`src/rtl/rng_spi_pkg.sv`:
```
package rng_spi_pkg;

    // Edge pulses of the synchronised serial clock.
    typedef struct packed {
        logic rise;
        logic fall;
    } sck_ev_t;

    // Chip-select state and its transitions in the fabric domain.
    typedef struct packed {
        logic active;
        logic start;
        logic stop;
    } sel_ev_t;

    // Output stage state: pad enable plus data bit.
    typedef struct packed {
        logic en;
        logic data;
    } sdo_reg_t;

    typedef enum logic [1:0] {
        LD_HOLD   = 2'd0,
        LD_CLEAR  = 2'd1,
        LD_SAMPLE = 2'd2
    } ld_op_t;

    localparam sdo_reg_t SDO_IDLE = '{en: 1'b0, data: 1'b0};

    function automatic sck_ev_t classify_edge(input logic prev, input logic cur);
        sck_ev_t ev;
        ev.rise = ~prev & cur;
        ev.fall = prev & ~cur;
        return ev;
    endfunction

    // Release has priority; otherwise select start or a falling edge samples.
    function automatic ld_op_t pick_op(input sel_ev_t sel, input sck_ev_t ev);
        if (!sel.active || sel.stop)
            return LD_CLEAR;
        else if (sel.start || ev.fall)
            return LD_SAMPLE;
        else
            return LD_HOLD;
    endfunction

endpackage

```
`src/rtl/rng_sync.sv`:
```
module rng_sync #(
    parameter int             W       = 1,
    parameter int             STAGES  = 2,
    parameter logic [W-1:0]   RST_VAL = '0
) (
    input  logic         clk,
    input  logic         rst,
    input  logic [W-1:0] d,
    output logic [W-1:0] q
);
    logic [W-1:0] chain [STAGES];

    generate
        for (genvar s = 0; s < STAGES; s++) begin : g_stage
            if (s == 0) begin : g_first
                always_ff @(posedge clk) begin
                    if (rst) chain[s] <= RST_VAL;
                    else     chain[s] <= d;
                end
            end else begin : g_next
                always_ff @(posedge clk) begin
                    if (rst) chain[s] <= RST_VAL;
                    else     chain[s] <= chain[s-1];
                end
            end
        end
    endgenerate

    assign q = chain[STAGES-1];
endmodule

```
`src/rtl/rng_event_detect.sv`:
```
module rng_event_detect
    import rng_spi_pkg::*;
(
    input  logic    clk,
    input  logic    rst,
    input  logic    sck_s,
    input  logic    cs_n_s,
    output sck_ev_t sck_ev,
    output sel_ev_t sel_ev
);
    logic sck_prev;
    logic cs_n_prev;

    always_ff @(posedge clk) begin
        if (rst) begin
            sck_prev  <= 1'b0;
            cs_n_prev <= 1'b1;
        end else begin
            sck_prev  <= sck_s;
            cs_n_prev <= cs_n_s;
        end
    end

    always_comb begin
        sck_ev        = classify_edge(sck_prev, sck_s);
        sel_ev.active = ~cs_n_s;
        sel_ev.start  = cs_n_prev & ~cs_n_s;
        sel_ev.stop   = ~cs_n_prev & cs_n_s;
    end
endmodule

```
`src/rtl/rng_sdo_stage.sv`:
```
module rng_sdo_stage
    import rng_spi_pkg::*;
(
    input  logic    clk,
    input  logic    rst,
    input  sel_ev_t sel_ev,
    input  sck_ev_t sck_ev,
    input  logic    rnd,
    output logic    sdo,
    output logic    sdo_oe
);
    sdo_reg_t state_q;
    sdo_reg_t state_d;
    ld_op_t   op;

    always_comb begin
        op      = pick_op(sel_ev, sck_ev);
        state_d = state_q;
        unique case (op)
            LD_CLEAR:  state_d = SDO_IDLE;
            LD_SAMPLE: state_d = '{en: 1'b1, data: rnd};
            default:   state_d.en = 1'b1;
        endcase
    end

    always_ff @(posedge clk) begin
        if (rst) state_q <= SDO_IDLE;
        else     state_q <= state_d;
    end

    assign sdo    = state_q.en & state_q.data;
    assign sdo_oe = state_q.en;
endmodule

```
`src/rtl/rng_spi_streamer.sv`:
```
module rng_spi_streamer
    import rng_spi_pkg::*;
#(
    parameter int SYNC_STAGES = 2,
    parameter int RND_STAGES  = 1
) (
    input  logic clk,
    input  logic rst,
    input  logic rnd_in,
    input  logic sck,
    input  logic cs_n,
    output logic sdo,
    output logic sdo_oe
);
    localparam logic [1:0] CTRL_RST = 2'b01; // {sck, cs_n}: idle low, deselected

    logic [1:0] ctrl_s;
    logic       rnd_q;
    sck_ev_t    sck_ev;
    sel_ev_t    sel_ev;

    rng_sync #(.W(2), .STAGES(SYNC_STAGES), .RST_VAL(CTRL_RST)) u_ctrl_sync (
        .clk (clk),
        .rst (rst),
        .d   ({sck, cs_n}),
        .q   (ctrl_s)
    );

    rng_sync #(.W(1), .STAGES(RND_STAGES), .RST_VAL(1'b0)) u_rnd_sync (
        .clk (clk),
        .rst (rst),
        .d   (rnd_in),
        .q   (rnd_q)
    );

    rng_event_detect u_detect (
        .clk    (clk),
        .rst    (rst),
        .sck_s  (ctrl_s[1]),
        .cs_n_s (ctrl_s[0]),
        .sck_ev (sck_ev),
        .sel_ev (sel_ev)
    );

    rng_sdo_stage u_out (
        .clk    (clk),
        .rst    (rst),
        .sel_ev (sel_ev),
        .sck_ev (sck_ev),
        .rnd    (rnd_q),
        .sdo    (sdo),
        .sdo_oe (sdo_oe)
    );
endmodule

```
`config.mk`:
```
export PLATFORM = sky130hd
export DESIGN_NAME = rng_spi_streamer
export DESIGN_NICKNAME = d
export VERILOG_FILES = /design/src/rtl/rng_spi_pkg.sv /design/src/rtl/rng_sync.sv /design/src/rtl/rng_event_detect.sv /design/src/rtl/rng_sdo_stage.sv /design/src/rtl/rng_spi_streamer.sv
export SDC_FILE = /design/constraint.sdc
export NUM_CORES = 1
export LEC_CHECK = 0
export BUFFER_PORTS_ARGS = -buffer_cell sky130_fd_sc_hd__buf_2
export CORE_AREA = 2 2 39 41
export CTS_BUF_LIST = sky130_fd_sc_hd__clkbuf_16
export DETAILED_ROUTE_END_ITERATION = 6
export DIE_AREA = 0 0 41 43
export GPL_ROUTABILITY_DRIVEN = 0
export HOLD_SLACK_MARGIN = 0.05
export PLACE_DENSITY = 0.47
export SETUP_SLACK_MARGIN = 0.2
export SYNTH_ARGS = -nofsm -noshare
export SYNTH_HDL_FRONTEND = slang
export SYNTH_HIERARCHICAL = 1
export SYNTH_SLANG_ARGS = --single-unit
export TNS_END_PERCENT = 5
```
`constraint.sdc`:
```
create_clock -name clk -period 0.85 [get_ports clk]
set_input_delay 0.17 -clock clk [delete_from_list [all_inputs] [get_ports clk]]
set_output_delay 0.17 -clock clk [all_outputs]
set_load 0.02 [all_outputs]
```
# Word-level counts from Yosys, hierarchy flattened
# Memories as Yosys holds them, arrays and structs flattened.
# Index checks and enable logic that the tools add are counted.
# W data, S select, Z words.
[totals]
regBits = 4
mem_bits_rw = 5
inputBits = 5
out_inout_bits = 2
wordCells = 32
n_memories = 2
[memory_table]
columns = ["name", "words", "width", "read_ports", "rd_ports_with_merged_regs", "wr", "line", "text"]
rows = [
  ["u_ctrl_sync.chain", 2, 2, 2, 0, 2, "rng_sync.sv:11", "logic [W-1:0] chain [STAGES];"],
  ["u_rnd_sync.chain", 1, 1, 1, 0, 1, "rng_sync.sv:11", ""],
]
[classes]
eq_ne = 2
muxes = 11
bitwise = 9
reduce_logical = 4
[op_table]
columns = ["op", "n"]
rows = [
  ["$mux W2", 4],
  ["$mux W1", 6],
  ["$and A1 B1 Y1", 4],
  ["$not A1 Y1", 3],
  ["$eq A2 B1 Y1 const B", 1],
  ["$eq A2 B2 Y1 const B", 1],
  ["$logic_or A1 B1 Y1", 2],
  ["$or A1 B1 Y1", 2],
  ["$pmux W1 S2", 1],
  ["$reduce_bool A2 Y1", 1],
  ["$reduce_or A1 Y1", 1],
]

# Logic depth before layout (Yosys ltp)
# Gate-level depths: netlist (run 1).
[depth]
depth_word = 7
depth_mapped = 3

# Cells and area by module
# Netlist (run 1), hierarchy kept.
[modules_own_cells]
columns = ["mod", "n_inst", "cells_per_inst", "area_each_um2"]
rows = [
  ["rng_sync (u_ctrl_sync)", 1, 8, 105.1],
  ["rng_event_detect", 1, 9, 81.3],
  ["rng_sdo_stage", 1, 7, 75.1],
  ["rng_sync (u_rnd_sync)", 1, 2, 33.8],
]

# Worst setup path before layout (run 1)
# OpenSTA, ideal clock, no wires.
[synth_timing]
path_kind = "register to register"
from = "reg u_detect.sck_prev"
to = "reg u_out/state_q[0] in the netlist's numbering"
setup_ps = 70
t_arrival_ps = 864
required_time_ps = 780
setup_slack_ps = -84
stages_incl_launch_ff = 4
path_buffers = 0
synth_period_minus_slack_ps = 934
path_cell_list = "dfxtp_1 > nor2b_1 > or3b_1 > a21boi_1"
[synth_rtl]
columns = ["element", "line", "text"]
rows = [
  ["from (decl)", "rng_event_detect.sv:11", "logic sck_prev;"],
  ["from (signal assigned)", "rng_event_detect.sv:19", "sck_prev <= sck_s;"],
  ["to (signal assigned)", "rng_sdo_stage.sv:28", "else state_q <= state_d;"],
  ["to (decl)", "rng_sdo_stage.sv:12", "sdo_reg_t state_q;"],
]

# Worst setup path in the final report (run 1)
[layout_timing]
from = "reg u_out.state_q (netlist bit u_out/sdo_oe)"
to = "out sdo"
[layout_via]
elab_chain_cells = 1
[layout_rtl]
columns = ["element", "line", "text"]
rows = [
  ["$and A1 B1 Y1", "rng_sdo_stage.sv:31", "assign sdo = state_q.en & state_q.data;"],
  ["to (decl)", "rng_spi_streamer.sv:12", "output logic sdo,"],
]
# No other way between the ends.

==> results of run 1 <==
==> per-stage QoR <==
stage	hold WS (ps)	setup TNS, ps	instances
final	119	-225	52
after global routing	136	-314	52
after CTS	117	-253	52
after detailed placement	354	-105	48
after global placement	350	-82.6	48
after floorplan	234	-68.6	25
==> final timing paths <==
path | start | to | slack (ps)
setup / recovery | u_out/sdo_oe | sdo | -120
hold / removal | cs_n | u_ctrl_sync/chain[0][0] | 120
setup reg to reg | u_detect/sck_prev | u_out/state_q[0] | -100
hold reg to reg | u_ctrl_sync/chain[0][0] | u_ctrl_sync/chain[1][0] | 410
==> worst reg2reg max path, stage by stage, from the launching register on <==
cell and delay, ps:
dfxtp_1 280, nor2b_1 120, or3b_1 370, a21boi_1 110
==> cells in the final DEF, fill, tap and decap left out <==
cell type	instances
clkbuf_16	3
nor3b_2	1
buf_4	2
nor2b_1	6
and2_4	1
or3b_1	1
o21ai_0	1
dfxtp_2	1
buf_6	1
dfxtp_1	8
buf_2	4
inv_1	2
nor2b_4	1
or2_1	3
a21boi_1	1
==> state kept, by name (all words and copies together), names as in the netlist <==
| signal | cells |
|---|---|
| u_detect/sck_prev | 1 |
| u_ctrl_sync/chain | 4 |
| u_out/sdo_oe | 1 |
| u_out/state_q | 1 |
| u_detect/cs_n_prev | 1 |
| u_rnd_sync/chain | 1 |
==> report_power, final <==
part	internal [uW]	switching [uW]	leakage, uW	total (uW)
logic	24.3	14.9	0.0000780	39.2
registers	440	4.96	0.0000736	445
clock network	613	187	0.0000423	800
total	1080	207	0.000194	1280
==> per-layer routing <==
layer | vias to the layer above | routed length [um]
li1 | 100 | -
met1 | 90 | 145
met2 | 8 | 178
met3 | 0 | 51
met4 | 0 | 0
met5 | - | 0
==> cell type report <==
class,instances,area share
Inverter,1,0.00847
Sequential cell,9,0.410
Timing Repair Buffer,7,0.105
Clock inverter,1,0.00847
Multi-Input combinational cell,15,0.254
Tap cell,16,0.0452
Clock buffer,3,0.169
==> timing repair <==
action                                 in CTS  in global routing
hold buffers                                0                  0
gates resized for setup                     4                  2
setup buffers                               0                  0
pin swaps                                   2                  1
setup endpoints to repair                   5                  4
endpoints found under the hold margin       0                  0
==> impl_metrics.csv, run 1 <==
group,metric,value,unit
outcome,status,"complete, but fails checks",
outcome,violations,"setup timing",
sta,worst_pin_slew,162,ps
setup_path,cp.required,680,ps
sta,rsz0062_at_grt,"true",
sta,relSlewSlack,0.891,
sta,period_share,1.14,
clocking,cts_buffer_depth,2,
synthesis,netlist_instances,25,
grt,grt-busiest-layer,"met2",
synthesis,syn_nets,30,
clocking,cts_buffers,3,
setup_path,critical_path.top_delay_family,"flip-flops",
setup_path,slowest_delay,300,ps
grt,antenna_found_initial,0,
sta,setup_slack,-119,ps
routing,final_antenna_net_count,0,
floorplan,core,1380,um^2
grt,globalRouteMet3Util,0.0628,
grt,grt_pass1_wl,600,um
place,placed_cell_area,347,um^2
setup_path,cp_num_buf_inv,1,
grt,gr-total-overflow,0,
floorplan,start_util,0.209,
finish,drive_gt1_frac,0.389,
grt,grt_max_degree,6,
place,pre_cts_ws,-105,ps
finish,fill_cells,152,
clocking,htreeDepth,1,
sta,achievable-frequency,1030,MHz
place,port_buffers,6,
routing,drc,0,
clocking,clkSinkCount,9,
finish,syn2layout_area_growth,53.2,%
clocking,clk_pin_slew_worst_paths,40,ps
setup_path,cp_cell_sequence,"and2_4 -> buf_6",
routing,drt_iter0_drc,2,
clocking,tritoncts,"built",
power_and_ir_drop,peakVddDrop,2.13,mV
clocking,root_buffer,"clkbuf_16",
finish,n_antenna_cell,0,
floorplan,dieArea,1760,um^2
grt,globalRouteTotalUtil,0.0555,
setup_path,crit_path_top_delay_cell,"dfxtp_1",
setup_path,arrival,800,ps
floorplan,io_pins,7,
grt,grt_util_met1,0.0458,
setup_path,path_max_fanout,2,
routing,wire_per_inst,7.21,um
power_and_ir_drop,p_leak,0.000194,uW
floorplan,rows,14,
power_and_ir_drop,finalPower,1280,uW
setup_path,start_kind,"register",
setup_path,crit_type,"reg2out",
floorplan,die_h,43,um
sta,min_period,969,ps
setup_path,reg2reg_depth,3,
clocking,clk_latency,230,ps
setup_path,path_depth,2,
synthesis,ys_warn_count,6,
run,maxCapViolCount,0,
routing,routed_wl,375,um
worst_hold_path,holdPathStages,2,
routing,via_count,198,
floorplan,die_w,41,um
sta,hold_viol,0,
sta,finalSetupViolations,3,
finish,register_area,181,um^2
grt,grtUsageMet2,0.0813,
worst_hold_path,min_path_type,"in2reg",
synthesis,avgSynthCellArea,11.6,um^2
finish,multi_input_area,113,um^2
routing,firstDrtPassIters,3,
routing,routed_via_density,3.81,
grt,grt_pass1_vias,167,
synthesis,synth_area,289,um^2
sta,drv_slew,0,
place,dp_hpwl,276,um
finish,nets,42,
finish,final_util,0.320,
sta,fin_skew,1.10,ps
setup_path,crit_path_end_kind,"primary output",
power_and_ir_drop,p_per_area,2900,nW/um^2
finish,design_area,443,um^2
(Power assumes the default switching activity.)
==> run 2, diff against run 1 <==
Settings changed: CELL_PAD_IN_SITES_DETAIL_PLACEMENT from default to 1, CELL_PAD_IN_SITES_GLOBAL_PLACEMENT from default to 1, CTS_BUF_LIST sky130_fd_sc_hd__clkbuf_16 to sky130_fd_sc_hd__clkbuf_4 sky130_fd_sc_hd__clkbuf_8, PLACE_DENSITY 0.47 to 0.54.
Clock period 0.85 ns to 1.2 ns, I/O delays scaled along.
==> run 2 against run 1 <==
Net effect:
- the run now ends clean
- cell count shrank 1.9%
- sequential share of layout area grew 6.9 points
- critical path depth stayed put
- count of clock-buffer cells in the layout up 1
- clock skew hardly changed
- sequential cell count unchanged
- final area fell by 14%
- worst hold slack better by 47 ps
- power decreased by 55%
- via count is 1.5% lower
- first-iteration DRC count shrank 100%
- non-clock buffer count shrank 1
- critical path type unchanged
- critical endpoint unchanged
- largest power group is now sequential cells
==> impl_metrics.csv, run 2 (synthesis results as in run 1) <==
group,metric,value,unit
outcome,status,"finished, final reports clean",
finish,finalNonFillerCells,51,
sta,finalSetupViolations,0,
worst_hold_path,min_path_type,"in2reg",
floorplan,die_h,43,um
routing,routed_wl,400,um
clocking,clk_pin_slew_worst_paths,60,ps
grt,antenna_found_initial,0,
sta,rsz0062_at_grt,"true",
floorplan,start_util,0.209,
routing,drt_iter0_drc,0,
floorplan,dieArea,1760,um^2
power_and_ir_drop,p_leak,0.000164,uW
floorplan,core,1380,um^2
finish,drive_gt1_frac,0.371,
worst_hold_path,hold-path-endpoint,"u_ctrl_sync/chain[0][0]",
finish,regMostFlops,"u_ctrl_sync/chain",
routing,routed_via_density,3.82,
worst_hold_path,hold_start,"cs_n",
sta,whs,166,ps
sta,drv_slew,0,
finish,final_common_cell,"dfxtp_1",
sta,worst_pin_slew,237,ps
setup_path,arrival,830,ps
sta,relSlewSlack,0.841,
floorplan,io_pins,7,
setup_path,crit_path_end_kind,"primary output",
grt,grt_max_degree,9,
setup_path,cp.required,960,ps
routing,via_count,195,
routing,firstDrtPassIters,1,
setup_path,reg2reg_from,"u_detect/cs_n_prev",
setup_path,r2r-end,"u_out/state_q[0]",
grt,grt_pass1_vias,205,
setup_path,crit_type,"reg2out",
power_and_ir_drop,peakVddDrop,0.608,mV
grt,grt_pass1_wl,765,um
setup_path,r2r_setup_slack,240,ps
grt,globalRouteTotalUtil,0.0706,
routing,wire_per_inst,7.84,um
clocking,cts_buffers,3,
finish,layout_common_cells,"8 x dfxtp_1, 6 x nor2b_1, 5 x buf_2, 4 x clkbuf_4, 3 x or2_1",
clocking,clk_latency,250,ps
floorplan,rows,14,
sta,min_period,1070,ps
sta,hold_viol,0,
sta,achievable-frequency,937,MHz
place,port_buffers,6,
sta,fin_setup_tns,0,ps
setup_path,start_kind,"register",
finish,n_antenna_cell,0,
place,place_inst,47,
finish,nets,41,
setup_path,path_max_fanout,2,
place,dp_hpwl,314,um
sta,period_share,0.889,
routing,final_antenna_net_count,0,
clocking,cts_buffer_depth,2,
clocking,clkSinkCount,9,
finish,syn2layout_area_growth,31.2,%
clocking,tritoncts,"built",
floorplan,die_w,41,um
clocking,root_buffer,"clkbuf_4",
worst_hold_path,holdPathStages,2,
setup_path,reg2reg_depth,3,
grt,gr-total-overflow,0,
finish,largest_reg_flops,4,
run,maxCapViolCount,0,
clocking,htreeDepth,1,
clocking,post_cts_buffers,0,
sta,fin_skew,1.10,ps
power_and_ir_drop,p_per_area,1530,nW/um^2
routing,drc,0,
run 2: worst max-delay path by stage:
| stage | startpoint | end | cells past startpoint |
|---|---|---|---|
| 2_1_floorplan | u_detect/sck_prev | u_out/state_q[0] | 3 |
| 3_5_place_dp | u_detect/sck_prev | u_out/state_q[0] | 3 |
| 4_1_cts | u_out/state_q[0] | sdo | 2 |
| 5_1_grt | u_out/state_q[0] | sdo | 2 |
| 3_3_place_gp | u_detect/sck_prev | u_out/state_q[0] | 3 |
| 6_report | u_out/state_q[0] | sdo | 2 |
run 2: what timing repair did:
| action | 4_1_cts | 5_1_grt |
|---|---|---|
| endpoints found under the setup margin | 1 | 3 |
| pin swaps | 1 | 0 |
| hold buffers | 0 | 0 |
| resized for setup | 4 | 0 |
| gates cloned | 0 | 0 |
run 2: power breakdown:
part / internal, uW / leakage, uW / total, uW / switching [uW]
logic: 14.3 / 0.0000707 / 24.7 / 10.4
registers: 310 / 0.0000745 / 313 / 3.59
clock network: 150 / 0.0000184 / 241 / 90.8
run 2: per-stage QoR:
stage	utilization	setup WS, ps	instance area (um^2)	total power (uW)
after floorplan	-	281	289	332
after global placement	0.245	263	339	344
after detailed placement	0.245	237	339	345
after CTS	0.274	116	379	595
after global routing	0.274	99.5	379	614
final	0.274	133	379	579
run 2: final cells by class:
cell class / instances / area, um^2
Tap cell: 16 / 20.0
Timing Repair Buffer: 6 / 36.3
Sequential cell: 9 / 181
Fill cell: 173 / 1000
Clock buffer: 4 / 30.0
Multi-Input combinational cell: 15 / 108
Inverter: 1 / 3.75
run 2: worst max-delay path: stages, from the launching register on:
cell and delay (ps):
dfxtp_1 310, and2_4 150, buf_6 120
run 2: per-layer routing:
layer / wire [um] / share of wire / GRT usage / up-vias
li1: - / - / - / 98
met1: 155 / 0.39 / 0.0752 / 88
met2: 199 / 0.50 / 0.0906 / 7
met3: 37 / 0.093 / 0.0314 / 2
met4: 7 / 0.018 / 0.0800 / 0
met5: 0 / 0 / 0 / -
